**src/rtl/tdm_chain_port.sv**
```systemverilog
module tdm_chain_port #(
  parameter int SLOTS    = 8,
  parameter int SLOT_W   = 32,
  parameter int SAMPLE_W = 24,
  parameter int DEVICES  = 2,
  parameter int CLK_DIV  = 2
) (
  input  logic                      clk,
  input  logic                      rst_n,
  input  logic                      is_master,
  input  logic                      bclk_in,
  input  logic                      fsync_in,
  output logic                      bclk_out,
  output logic                      fsync_out,
  input  logic                      sdin,
  output logic                      sdout,
  input  logic [SLOTS*SAMPLE_W-1:0] adc_words,
  output logic [SLOTS*SAMPLE_W-1:0] dac_words
);
  localparam int REG_W      = SLOTS * SLOT_W;
  localparam int FRAME_BITS = DEVICES * REG_W;
  localparam int CNT_W      = $clog2(FRAME_BITS);
  localparam int DIV_W      = $clog2(CLK_DIV);
  localparam int PAD_W      = SLOT_W - SAMPLE_W;

  logic [DIV_W-1:0]          div_cnt;
  logic [CNT_W-1:0]          gen_bit;
  logic                      bclk_q, fs_q;
  logic                      bclk_d, fs_seen, in_bit, synced;
  logic [REG_W-1:0]          sreg, adc_frame;
  logic [SLOTS*SAMPLE_W-1:0] dac_q, dac_next;

  wire div_wrap = div_cnt == DIV_W'(CLK_DIV - 1);
  wire [CNT_W-1:0] gen_next = (gen_bit == CNT_W'(FRAME_BITS - 1)) ? '0 : gen_bit + 1'b1;

  always_ff @(posedge clk or negedge rst_n) begin
    if (!rst_n) begin
      div_cnt <= '0;
      bclk_q  <= 1'b0;
      fs_q    <= 1'b0;
      gen_bit <= '0;
    end else if (is_master) begin
      div_cnt <= div_wrap ? '0 : div_cnt + 1'b1;
      if (div_wrap) begin
        bclk_q <= ~bclk_q;
        if (bclk_q) begin
          gen_bit <= gen_next;
          fs_q    <= gen_next == CNT_W'(FRAME_BITS - 1);
        end
      end
    end
  end

  assign bclk_out  = bclk_q;
  assign fsync_out = fs_q;

  wire bclk_sel = is_master ? bclk_q : bclk_in;
  wire fs_sel   = is_master ? fs_q   : fsync_in;
  wire rise_ev  = bclk_sel & ~bclk_d;
  wire fall_ev  = ~bclk_sel & bclk_d;
  wire [REG_W-1:0] shifted = {sreg[REG_W-2:0], in_bit};

  for (genvar s = 0; s < SLOTS; s++) begin : g_slot
    if (PAD_W > 0) begin : g_pad
      assign adc_frame[REG_W-1-s*SLOT_W -: SLOT_W] =
        {adc_words[s*SAMPLE_W +: SAMPLE_W], {PAD_W{1'b0}}};
    end else begin : g_nopad
      assign adc_frame[REG_W-1-s*SLOT_W -: SLOT_W] = adc_words[s*SAMPLE_W +: SAMPLE_W];
    end
    assign dac_next[s*SAMPLE_W +: SAMPLE_W] = shifted[REG_W-1-s*SLOT_W -: SAMPLE_W];
  end

  always_ff @(posedge clk or negedge rst_n) begin
    if (!rst_n) begin
      bclk_d  <= 1'b0;
      fs_seen <= 1'b0;
      in_bit  <= 1'b0;
      synced  <= 1'b0;
      sreg    <= '0;
      dac_q   <= '0;
    end else begin
      bclk_d <= bclk_sel;
      if (rise_ev) begin
        in_bit  <= sdin;
        fs_seen <= fs_sel;
      end
      if (fall_ev) begin
        if (fs_seen) begin
          sreg   <= adc_frame;
          synced <= 1'b1;
          if (synced) dac_q <= dac_next;
        end else begin
          sreg <= shifted;
        end
      end
    end
  end

  assign sdout     = synced & sreg[REG_W-1];
  assign dac_words = dac_q;

  logic             chk_b;
  logic [DIV_W:0]   chk_hc;
  always_ff @(posedge clk or negedge rst_n) begin
    if (!rst_n) begin
      chk_b  <= 1'b0;
      chk_hc <= '0;
    end else begin
      chk_b  <= bclk_out;
      chk_hc <= (bclk_out != chk_b) ? (DIV_W+1)'(1) : chk_hc + 1'b1;
    end
  end

  assert_bclk_half_R1: assert property (@(posedge clk) disable iff (!rst_n)
    is_master && (bclk_out != chk_b) |-> chk_hc == (DIV_W+1)'(CLK_DIV));

  assert_fsync_rise_R2: assert property (@(posedge clk) disable iff (!rst_n)
    is_master && $rose(fsync_out) |-> $fell(bclk_out));

  assert_fsync_fall_R2: assert property (@(posedge clk) disable iff (!rst_n)
    is_master && $fell(fsync_out) |-> $fell(bclk_out));

  assert_slave_quiet_R3: assert property (@(posedge clk) disable iff (!rst_n)
    !is_master |-> !bclk_out && !fsync_out);

  assert_sdout_on_fall_R6: assert property (@(posedge clk) disable iff (!rst_n)
    !fall_ev |=> $stable(sdout));

  assert_dac_hold_R7: assert property (@(posedge clk) disable iff (!rst_n)
    !(fall_ev && fs_seen) |=> $stable(dac_words));

  assert_dac_unsynced_R8: assert property (@(posedge clk) disable iff (!rst_n)
    !synced |-> dac_words == '0);
endmodule

```
**config.mk**
```make
export PLATFORM = sky130hd
export DESIGN_NAME = tdm_chain_port
export DESIGN_NICKNAME = d
export VERILOG_FILES = /design/src/rtl/tdm_chain_port.sv
export SDC_FILE = /design/constraint.sdc
export NUM_CORES = 1
export LEC_CHECK = 0
export BUFFER_PORTS_ARGS = -buffer_cell sky130_fd_sc_hd__buf_4
export CORE_UTILIZATION = 50
export DETAILED_ROUTE_END_ITERATION = 16
export GPL_ROUTABILITY_DRIVEN = 1
export PLACE_DENSITY = 0.73
export SYNTH_ARGS = -nofsm -noshare
export SYNTH_HDL_FRONTEND = slang
export SYNTH_SLANG_ARGS = --single-unit
export TNS_END_PERCENT = 30
```
**constraint.sdc**
```tcl
create_clock -name clk -period 3.5 [get_ports clk]
set_clock_uncertainty 0.15 [all_clocks]
set_input_delay 0.35 -clock clk [delete_from_list [all_inputs] [get_ports clk]]
set_output_delay 0.35 -clock clk [all_outputs]
set_load 0.02 [all_outputs]
```
After elaboration in Yosys (flattened, before gate mapping)
Index checks and enable logic that the tools add are counted.
- input bits: 198
- word-level logic and storage cells: 29
- output and inout port bits: 195
- bits in registers: 464
- bitwise gates (word level): 6
- eq/ne operators: 2
- muxes and demuxes: 5
- $add $sub $neg: 2
- reductions and logical operators: 4
- operator list (kind ; number):
    two-way mux 256 bit ; 1
    == test 9 bit (second input constant) ; 2
    adder 9 x 1 -> 9 bit (second input constant) ; 1
    two-way mux 9 bit ; 1
    AND reduction 3 bit ; 2
    AND reduction 2 bit ; 2
    AND 1 bit ; 3
    two-way mux 1 bit ; 3
    inverter 1 bit ; 3
    adder 1 bit (second input constant) ; 1

Depth between registers and ports, before layout
Gate-level depths: netlist (run 1).
- depth in word-level cells: 4
- depth in mapped cells: 9
- mapped depth without buffers: 8

Worst setup path before layout (run 1)
Ideal clock, no wire load.
- kind: register -> register
- from: reg gen_bit[0]
- to: reg gen_bit[5]
- data arrival time: 1.927 ns
- setup time: 0.110 ns
- required time: 3.240 ns
- cell stages (with the launch flop): 8
- setup slack: 1.313 ns
- buffers on the path: 0
- period minus slack after synthesis: 2.187 ns
- path through: dfrtp_1 -> ha_1 -> and3_1 -> nand3_1 -> nor2_1 -> ha_1 -> or2_2 -> o41ai_1
- longest elaborated chain between the ends: 2
- elaborated cells between the ends (all ways): 3
- classes of those cells: 1 x add/sub; 1 x eq/ne; 1 x mux
- RTL lines (item ; line ; RTL):
    from (decl) ; 27 ; logic [CNT_W-1:0] gen_bit;
    from (signal assigned) ; 47 ; gen_bit <= gen_next;
    adder 9 x 1 -> 9 bit / == test 9 bit (equally long branches) ; 34 ; wire [CNT_W-1:0] gen_next = (gen_bit == CNT_W'(FRAME_BITS - 1)) ? '0 : gen_bit + 1'b1;
    two-way mux 9 bit * ; 34 ;
Mark *: on every way between the ends. The rest lies on a longest branch, timed or not.
A chain may end at the register's enable or synchronous reset.

Worst setup path after layout (run 1)
- from: in is_master
- to: reg dac_q[114], in the netlist dac_words[114]
- longest elaborated chain between the ends: 4
- RTL lines (item ; line ; RTL):
    from (decl) ; 10 ; input logic is_master,
    two-way mux 1 bit ; 57 ; wire bclk_sel = is_master ? bclk_q : bclk_in;
    inverter 1 bit ; 60 ; wire fall_ev = ~bclk_sel & bclk_d;
    AND 1 bit ; 60 ;
    AND reduction 3 bit (no source line) ; - ;
    to (signal assigned) ; 91 ; if (synced) dac_q <= dac_next;
    to (decl) ; 31 ; logic [SLOTS*SAMPLE_W-1:0] dac_q, dac_next;
No other way between the ends.

==> impl_metrics.prom, run 1 <==
# TYPE chip_impl_metric gauge
chip_impl_info{name="outcome",value="completed"} 1
chip_impl_metric{name="first_pass_iters",unit=""} 4
chip_impl_metric{name="finalSetupViolCount",unit=""} 0
chip_impl_metric{name="grt_max_degree",unit=""} 131
chip_impl_metric{name="yosysSeqAreaShare",unit="%"} 57.7
chip_impl_metric{name="drive_gt1_share",unit="%"} 31.7
chip_impl_metric{name="clock_transition_at_the_register_clock_pins_on_the_worst_setup_and_hold_paths_after_cts",unit="ns"} 0.06
chip_impl_metric{name="drt_via_density",unit=""} 5.17
chip_impl_info{name="hold_path_class",value="in2async"} 1
chip_impl_metric{name="dieArea",unit="um2"} 41000
chip_impl_info{name="type_of_the_worst_setup_path",value="in2reg"} 1
chip_impl_metric{name="report.power.total",unit="mW"} 23.5
chip_impl_metric{name="syn-mean-instance-area",unit="um2"} 12.6
chip_impl_metric{name="synth_nets",unit=""} 1796
chip_impl_metric{name="dp.final_hpwl",unit="mm"} 29.8
chip_impl_metric{name="groute.usage.overall",unit="%"} 23.7
chip_impl_info{name="synth_largest_area_cell",value="dfrtp_1"} 1
chip_impl_metric{name="power_density",unit="nW/um2"} 868
chip_impl_metric{name="final_antenna_net_count",unit=""} 0
chip_impl_metric{name="core.rowCount",unit=""} 73
chip_impl_metric{name="die_h",unit="um"} 203
chip_impl_metric{name="cts_buffers",unit=""} 48
chip_impl_info{name="post_synth_main_area_contributors",value="dfrtp_1 58%, mux2_4 13%, mux2i_1 9.6%, o21ai_0 6.6%, nand2_1 4.9%"} 1
chip_impl_info{name="worst_setup_end_kind",value="register"} 1
chip_impl_metric{name="critPathRequiredTime",unit="ns"} 3.81
chip_impl_metric{name="worst_slack",unit="ns"} 0.998
chip_impl_metric{name="dp_worst_setup_slack",unit="ns"} 0.972
chip_impl_metric{name="synthToLayoutAreaGrowth",unit="%"} 34.7
chip_impl_metric{name="routed-via-count",unit=""} 14000
chip_impl_metric{name="grt_pass1_vias",unit=""} 14700
chip_impl_metric{name="power.leakage",unit="nW"} 13.7
chip_impl_metric{name="drv_slew",unit=""} 0
chip_impl_metric{name="design.core.area",unit="um2"} 39700
chip_impl_metric{name="hold-worst-slack",unit="ns"} 0.215
chip_impl_metric{name="initial_antenna_violation_count",unit=""} 2
chip_impl_info{name="cp_cell_instances",value="dlygate4sd3_1 -> buf_4 -> mux2i_4 -> and2_1 -> nand3_4 -> buf_12 -> buf_12 -> mux2_4"} 1
chip_impl_metric{name="clk-insertion-delay-late",unit="ns"} 0.58
chip_impl_metric{name="worstPathMaxFanout",unit=""} 26
chip_impl_metric{name="routed_wl",unit="mm"} 48.6
chip_impl_metric{name="finalHoldViolCount",unit=""} 0
chip_impl_metric{name="buffer_ports.inserted",unit=""} 392
chip_impl_metric{name="drt-wirelength-per-cell",unit="um"} 17.9
chip_impl_info{name="critical_path.startpoint_type",value="input pin"} 1
chip_impl_metric{name="irDropWorstVdd",unit="uV"} 609
chip_impl_metric{name="fin_crit",unit="ns"} 2.50
chip_impl_metric{name="synth.yosys.warnings",unit=""} 0
chip_impl_info{name="synth.top_cells.by_count",value="464 x dfrtp_1, 264 x o21ai_0, 263 x nand2_1"} 1
chip_impl_metric{name="detail_route.drc_violations",unit=""} 0
chip_impl_metric{name="critPathArrivalTime",unit="ns"} 2.82
chip_impl_metric{name="clkSinkCount",unit=""} 464
chip_impl_metric{name="total_of_max_cap_violations",unit=""} 0
chip_impl_metric{name="first_iter_violations",unit=""} 708
chip_impl_metric{name="ctsLongestPathBuffers",unit=""} 3
chip_impl_metric{name="synth-seq-cells",unit=""} 464
chip_impl_metric{name="chipWidth",unit="um"} 203
chip_impl_metric{name="worst_path_largest_cell_delay",unit="ns"} 0.53
chip_impl_metric{name="synth_enable_flop_cells",unit=""} 0
chip_impl_metric{name="worst_tran_pin_value",unit="ns"} 0.915
chip_impl_info{name="slowest_stage",value="dlygate4sd3_1"} 1
chip_impl_metric{name="initial_core_util",unit="%"} 50.6
chip_impl_metric{name="grt_pass1_wl",unit="mm"} 78.2
chip_impl_metric{name="cts.htree.levels",unit=""} 2
chip_impl_metric{name="synth.top_cell.area_share",unit="%"} 57.7
chip_impl_info{name="post-synth-top-count-cell",value="dfrtp_1"} 1
chip_impl_metric{name="setup_total_negative_slack",unit="ns"} 0
chip_impl_metric{name="post_synth_num_cell_types",unit=""} 37
chip_impl_info{name="rsz0062_at_grt",value="false"} 1
chip_impl_metric{name="syn_inst",unit=""} 1596
chip_impl_info{name="cell_with_the_most_instances_on_the_worst_path",value="buf_12"} 1
chip_impl_metric{name="asyncSetResetFlopFracSynth",unit="%"} 100
chip_impl_info{name="critical_path.top_delay_family",value="buffers and inverters"} 1
chip_impl_info{name="dominantRegCellSynth",value="dfrtp_1"} 1
chip_impl_metric{name="synth.cell_area",unit="um2"} 20100
chip_impl_metric{name="max_freq",unit="MHz"} 400
chip_impl_metric{name="floorplan.io_pins",unit=""} 393
chip_impl_metric{name="cp.buffers_inverters",unit=""} 4
chip_impl_metric{name="finalWeightedCongestion",unit=""} 0.796
chip_impl_metric{name="slew-limit-headroom",unit="%"} 39.0
chip_impl_metric{name="design.final.nets",unit=""} 2353
chip_impl_info{name="cts-root-buf",value="clkbuf_16"} 1
chip_impl_info{name="tritoncts",value="done"} 1
chip_impl_metric{name="grt.overflow.total",unit=""} 0
chip_impl_metric{name="post-route-period-util",unit="%"} 71.5
flip-flops by register name, summed over array words and instances, names as in the netlist:
register and cells:
bclk_d 1, bclk_out 1, dac_words 192, div_cnt 1, fs_seen 1, fsync_out 1
gen_bit 9, in_bit 1, sreg 256, synced 1
cells in the final DEF, fill, tap and decap left out, drive strengths merged, types with 7 or more instances in the layout:
cell,n
dfrtp,464
nand2,264
o21ai,264
bufinv,8
nor2,7
nand2b,65
clkinv,7
clkbuf,69
mux2,194
buf,419
mux2i,194
dlygate4sd3,197
through the flow:
stage	std cells	cell area [um2]	util, %
3_5_place_dp	2431	23400	58.9
5_1_grt	2715	27100	68.2
4_1_cts	2713	27100	68.2
3_3_place_gp	2431	23400	58.9
6_report	2715	27100	68.2
2_1_floorplan	1596	20100	-
where the power goes:
part / internal [mW] / switching, mW / total (mW)
combinational: 4.57 / 4.44 / 9.01
clock: 3.39 / 2.12 / 5.50
sequential: 7.42 / 1.60 / 9.01
kinds of logic after synthesis:
kind of cell	synth area share (%)
compound gates	7.04
xor+xnor	0.174
fa+ha+maj	0.124
buf+inv	3.46
flops	57.7
mux	23.9
simple gates	7.56
layer usage:
| metal | vias to the layer above | wire, um | GRT usage, % |
|---|---|---|---|
| met5 | - | 0 | 0 |
| met4 | 0 | 1890 | 10.4 |
| met3 | 124 | 2470 | 5.01 |
| met2 | 383 | 23300 | 38.6 |
| met1 | 6932 | 20900 | 30.5 |
| li1 | 6598 | - | - |
worst reg2reg max path, delay by kind of cell, from the launching register on:
family	cells	cell delay (ns)
mux	2	0.63
simple gates	2	0.56
buf+inv	2	0.53
flops	1	0.44
worst paths after layout:
path | endpoint | start | depth (start not counted) | slack [ns]
max in group asynchronous | dac_words[1]$_DFFE_PN0P_ | rst_n | 3 | 1.84
hold / removal | dac_words[152]$_DFFE_PN0P_ | rst_n | 2 | 0.22
setup / recovery | dac_words[114]$_DFFE_PN0P_ | is_master | 8 | 1.0
min in group clk | sreg[223]$_DFFE_PN0P_ | sreg[223]$_DFFE_PN0P_ | 2 | 0.33
setup reg to reg | dac_words[114]$_DFFE_PN0P_ | bclk_out$_DFFE_PN0P_ | 6 | 1.09
hold reg to reg | sreg[223]$_DFFE_PN0P_ | sreg[223]$_DFFE_PN0P_ | 2 | 0.33
final cells by class:
cell class                      instances  area [um2]
Clock buffer                           69        1410
Timing Repair Buffer                  616        5280
Fill cell                            2716       12600
Inverter                                1        3.75
Antenna cell                            2        5.00
Clock inverter                         16         294
Multi-Input combinational cell       1022        7830
Sequential cell                       464       11600
Tap cell                              525         657
repair_timing:
action | 4_1_cts | 5_1_grt
resized for setup | 0 | 0
hold buffers | 197 | 0
endpoints found under the hold margin | 267 | 0
endpoints found under the setup margin | 0 | 0
buffers inserted | 0 | 0
No activity file was read; power rests on OpenSTA's default activity.
==> inputs of run 2 (changes only) <==
==> constraint.sdc (replaced) <==
create_clock -name clk -period 2.35 [get_ports clk]
set_clock_uncertainty 0.15 [all_clocks]
set_input_delay 0.235 -clock clk [delete_from_list [all_inputs] [get_ports clk]]
set_output_delay 0.235 -clock clk [all_outputs]
set_load 0.02 [all_outputs]
==> run 2 against run 1 <==
Against the previous run:
- first-iteration DRC count fell by 2.4%
- clock-buffer cell count increased by 4
- sequential share of layout area decreased by 0.35 points
- global-route usage up 0.33 points
- die area is the same
==> impl_metrics.prom, run 2 (same netlist as run 1, synthesis figures left out) <==
# TYPE chip_impl_metric gauge
chip_impl_metric{name="clk-insertion-delay-late",unit="ns"} 0.58
chip_impl_metric{name="grt_pass1_vias",unit=""} 14800
chip_impl_metric{name="hold-worst-slack",unit="ns"} 0.00771
chip_impl_info{name="tritoncts",value="done"} 1
chip_impl_info{name="hold_path_class",value="in2async"} 1
chip_impl_info{name="max_flop_register",value="sreg"} 1
chip_impl_metric{name="setup_total_negative_slack",unit="ns"} 0
chip_impl_metric{name="dp_worst_setup_slack",unit="ns"} 0.0957
chip_impl_metric{name="finalHoldViolCount",unit=""} 0
chip_impl_metric{name="drive_gt1_share",unit="%"} 32.3
chip_impl_metric{name="finalWeightedCongestion",unit=""} 0.816
chip_impl_info{name="rsz0062_at_grt",value="false"} 1
chip_impl_info{name="cts-root-buf",value="clkbuf_16"} 1
chip_impl_metric{name="grt.overflow.total",unit=""} 0
chip_impl_metric{name="floorplan.io_pins",unit=""} 393
chip_impl_info{name="crit-reg2reg-launch",value="bclk_out$_DFFE_PN0P_"} 1
chip_impl_metric{name="ff_to_ff_path_depth",unit=""} 5
chip_impl_metric{name="drt-wirelength-per-cell",unit="um"} 17.9
chip_impl_info{name="slowest_stage",value="dlygate4sd3_1"} 1
chip_impl_metric{name="synthToLayoutAreaGrowth",unit="%"} 35.8
chip_impl_metric{name="finalSetupViolCount",unit=""} 0
chip_impl_metric{name="post-route-period-util",unit="%"} 97.5
chip_impl_metric{name="critPathRequiredTime",unit="ns"} 2.60
chip_impl_metric{name="drv_slew",unit=""} 0
chip_impl_metric{name="dieArea",unit="um2"} 41000
chip_impl_info{name="mostFrequentLayoutCell",value="dfrtp_1"} 1
chip_impl_metric{name="worst_path_largest_cell_delay",unit="ns"} 0.55
chip_impl_info{name="worst_setup_end_kind",value="register"} 1
chip_impl_metric{name="dpl_cell_area",unit="um2"} 23700
chip_impl_metric{name="design.final.nets",unit=""} 2369
chip_impl_metric{name="finalInstanceArea",unit="um2"} 27300
chip_impl_metric{name="routed-via-count",unit=""} 14000
chip_impl_metric{name="cts.htree.levels",unit=""} 2
chip_impl_metric{name="setup.reg_to_reg.worst_slack",unit="ns"} 0.08
chip_impl_metric{name="grt_max_degree",unit=""} 225
chip_impl_metric{name="drt_via_density",unit=""} 5.12
chip_impl_metric{name="power.leakage",unit="nW"} 13.8
chip_impl_info{name="r2r_end",value="sreg[126]$_DFFE_PN0P_"} 1
chip_impl_metric{name="dp.final_hpwl",unit="mm"} 30.5
chip_impl_metric{name="largest_register_ffs",unit=""} 256
chip_impl_info{name="cp_cell_instances",value="dlygate4sd3_1 -> buf_4 -> mux2i_4 -> nand2_8 -> buf_12 -> nand2_1 -> o21ai_0"} 1
chip_impl_metric{name="clock_transition_at_the_register_clock_pins_on_the_worst_setup_and_hold_paths_after_cts",unit="ns"} 0.06
chip_impl_metric{name="die_h",unit="um"} 203
chip_impl_metric{name="cts_buffers",unit=""} 49
chip_impl_metric{name="power_density",unit="nW/um2"} 1280
chip_impl_metric{name="worst_tran_pin_value",unit="ns"} 1.01
chip_impl_metric{name="irDropWorstVdd",unit="uV"} 858
chip_impl_metric{name="slew-limit-headroom",unit="%"} 32.6
chip_impl_metric{name="routed_wl",unit="mm"} 48.8
chip_impl_metric{name="worstPathMaxFanout",unit=""} 224
chip_impl_metric{name="detail_route.drc_violations",unit=""} 0
chip_impl_metric{name="worst_slack",unit="ns"} 0.0584
chip_impl_metric{name="groute.usage.overall",unit="%"} 24.0
chip_impl_metric{name="first_iter_violations",unit=""} 691
chip_impl_info{name="critical_path.startpoint_type",value="input pin"} 1
chip_impl_metric{name="buffer_ports.inserted",unit=""} 392
chip_impl_metric{name="critPathArrivalTime",unit="ns"} 2.54
chip_impl_metric{name="fin_crit",unit="ns"} 2.29
chip_impl_metric{name="design.core.area",unit="um2"} 39700
chip_impl_metric{name="initial_antenna_violation_count",unit=""} 1
chip_impl_metric{name="core.rowCount",unit=""} 73
chip_impl_info{name="critical_path.endpoint",value="sreg[126]$_DFFE_PN0P_"} 1
chip_impl_metric{name="final_antenna_net_count",unit=""} 0
chip_impl_metric{name="chipWidth",unit="um"} 203
chip_impl_metric{name="max_freq",unit="MHz"} 436
chip_impl_metric{name="post-route-util",unit="%"} 68.8
chip_impl_info{name="type_of_the_worst_setup_path",value="in2reg"} 1
chip_impl_metric{name="total_of_max_cap_violations",unit=""} 0
chip_impl_info{name="outcome",value="completed"} 1
chip_impl_metric{name="clkSinkCount",unit=""} 464
chip_impl_info{name="worst_setup_path_startpoint",value="is_master"} 1
chip_impl_metric{name="first_pass_iters",unit=""} 5
chip_impl_metric{name="initial_core_util",unit="%"} 50.6
chip_impl_info{name="layout.cells.most_common_list",value="463 x dfrtp_1, 409 x buf_4, 264 x o21ai_0"} 1
chip_impl_metric{name="grt_pass1_wl",unit="mm"} 79.4
chip_impl_metric{name="ctsLongestPathBuffers",unit=""} 3
==> run 2: critical path: cells and delay by family <==
kind | cells | cell delay (ns)
mux | 1 | 0.36
simple gates | 2 | 0.50
buf+inv | 3 | 0.96
compound gates | 1 | 0.15
==> run 2: layer usage <==
| metal | global-route usage [%] | wire length, um | vias up | part of all wire (%) |
|---|---|---|---|---|
| li1 | - | - | 6622 | - |
| met1 | 31.7 | 21000 | 6881 | 43 |
| met2 | 39.1 | 23700 | 371 | 49 |
| met3 | 5.36 | 2510 | 116 | 5.1 |
| met4 | 8.49 | 1580 | 0 | 3.2 |
| met5 | 0 | 0 | - | 0 |
==> run 2: cell type report <==
| type | instances | area, um2 |
|---|---|---|
| Antenna cell | 1 | 2.50 |
| Multi-Input combinational cell | 1022 | 7840 |
| Inverter | 1 | 3.75 |
| Tap cell | 525 | 657 |
| Clock buffer | 73 | 1480 |
| Fill cell | 2692 | 12400 |
| Clock inverter | 15 | 185 |
| Sequential cell | 464 | 11600 |
| Timing Repair Buffer | 631 | 5540 |
==> run 2: worst min path at each step <==
stage                                            end  startpoint  depth (start not counted)
after floorplan                     bclk_d$_DFF_PN0_       rst_n                          0
after global placement          sreg[48]$_DFFE_PN0P_       rst_n                          1
after detailed placement  dac_words[151]$_DFFE_PN0P_       rst_n                          1
after CTS                       sreg[48]$_DFFE_PN0P_       rst_n                          2
after global routing      dac_words[151]$_DFFE_PN0P_       rst_n                          2
final                     dac_words[152]$_DFFE_PN0P_       rst_n                          2
==> run 2: repair_timing <==
| item | in CTS | in global routing |
|---|---|---|
| hold buffers | 197 | 0 |
| hold endpoints to repair | 525 | 0 |
| setup endpoints to repair | 0 | 1 |
| gates resized for setup | 0 | 1 |
| buffers inserted | 0 | 0 |
==> run 2: where the power goes <==
part           switching (mW)  total [mW]  internal, mW
registers                2.39        13.4          11.1
logic                    6.62        13.6          6.94
clock network            3.16        7.94          4.78
total                    12.2        34.9          22.8
==> run 2: stage by stage <==
step                cells  power, mW
CTS                  2731       35.0
global route         2732       36.9
floorplan            1596       22.2
global placement     2446       26.2
finish               2732       34.9
detailed placement   2446       26.7
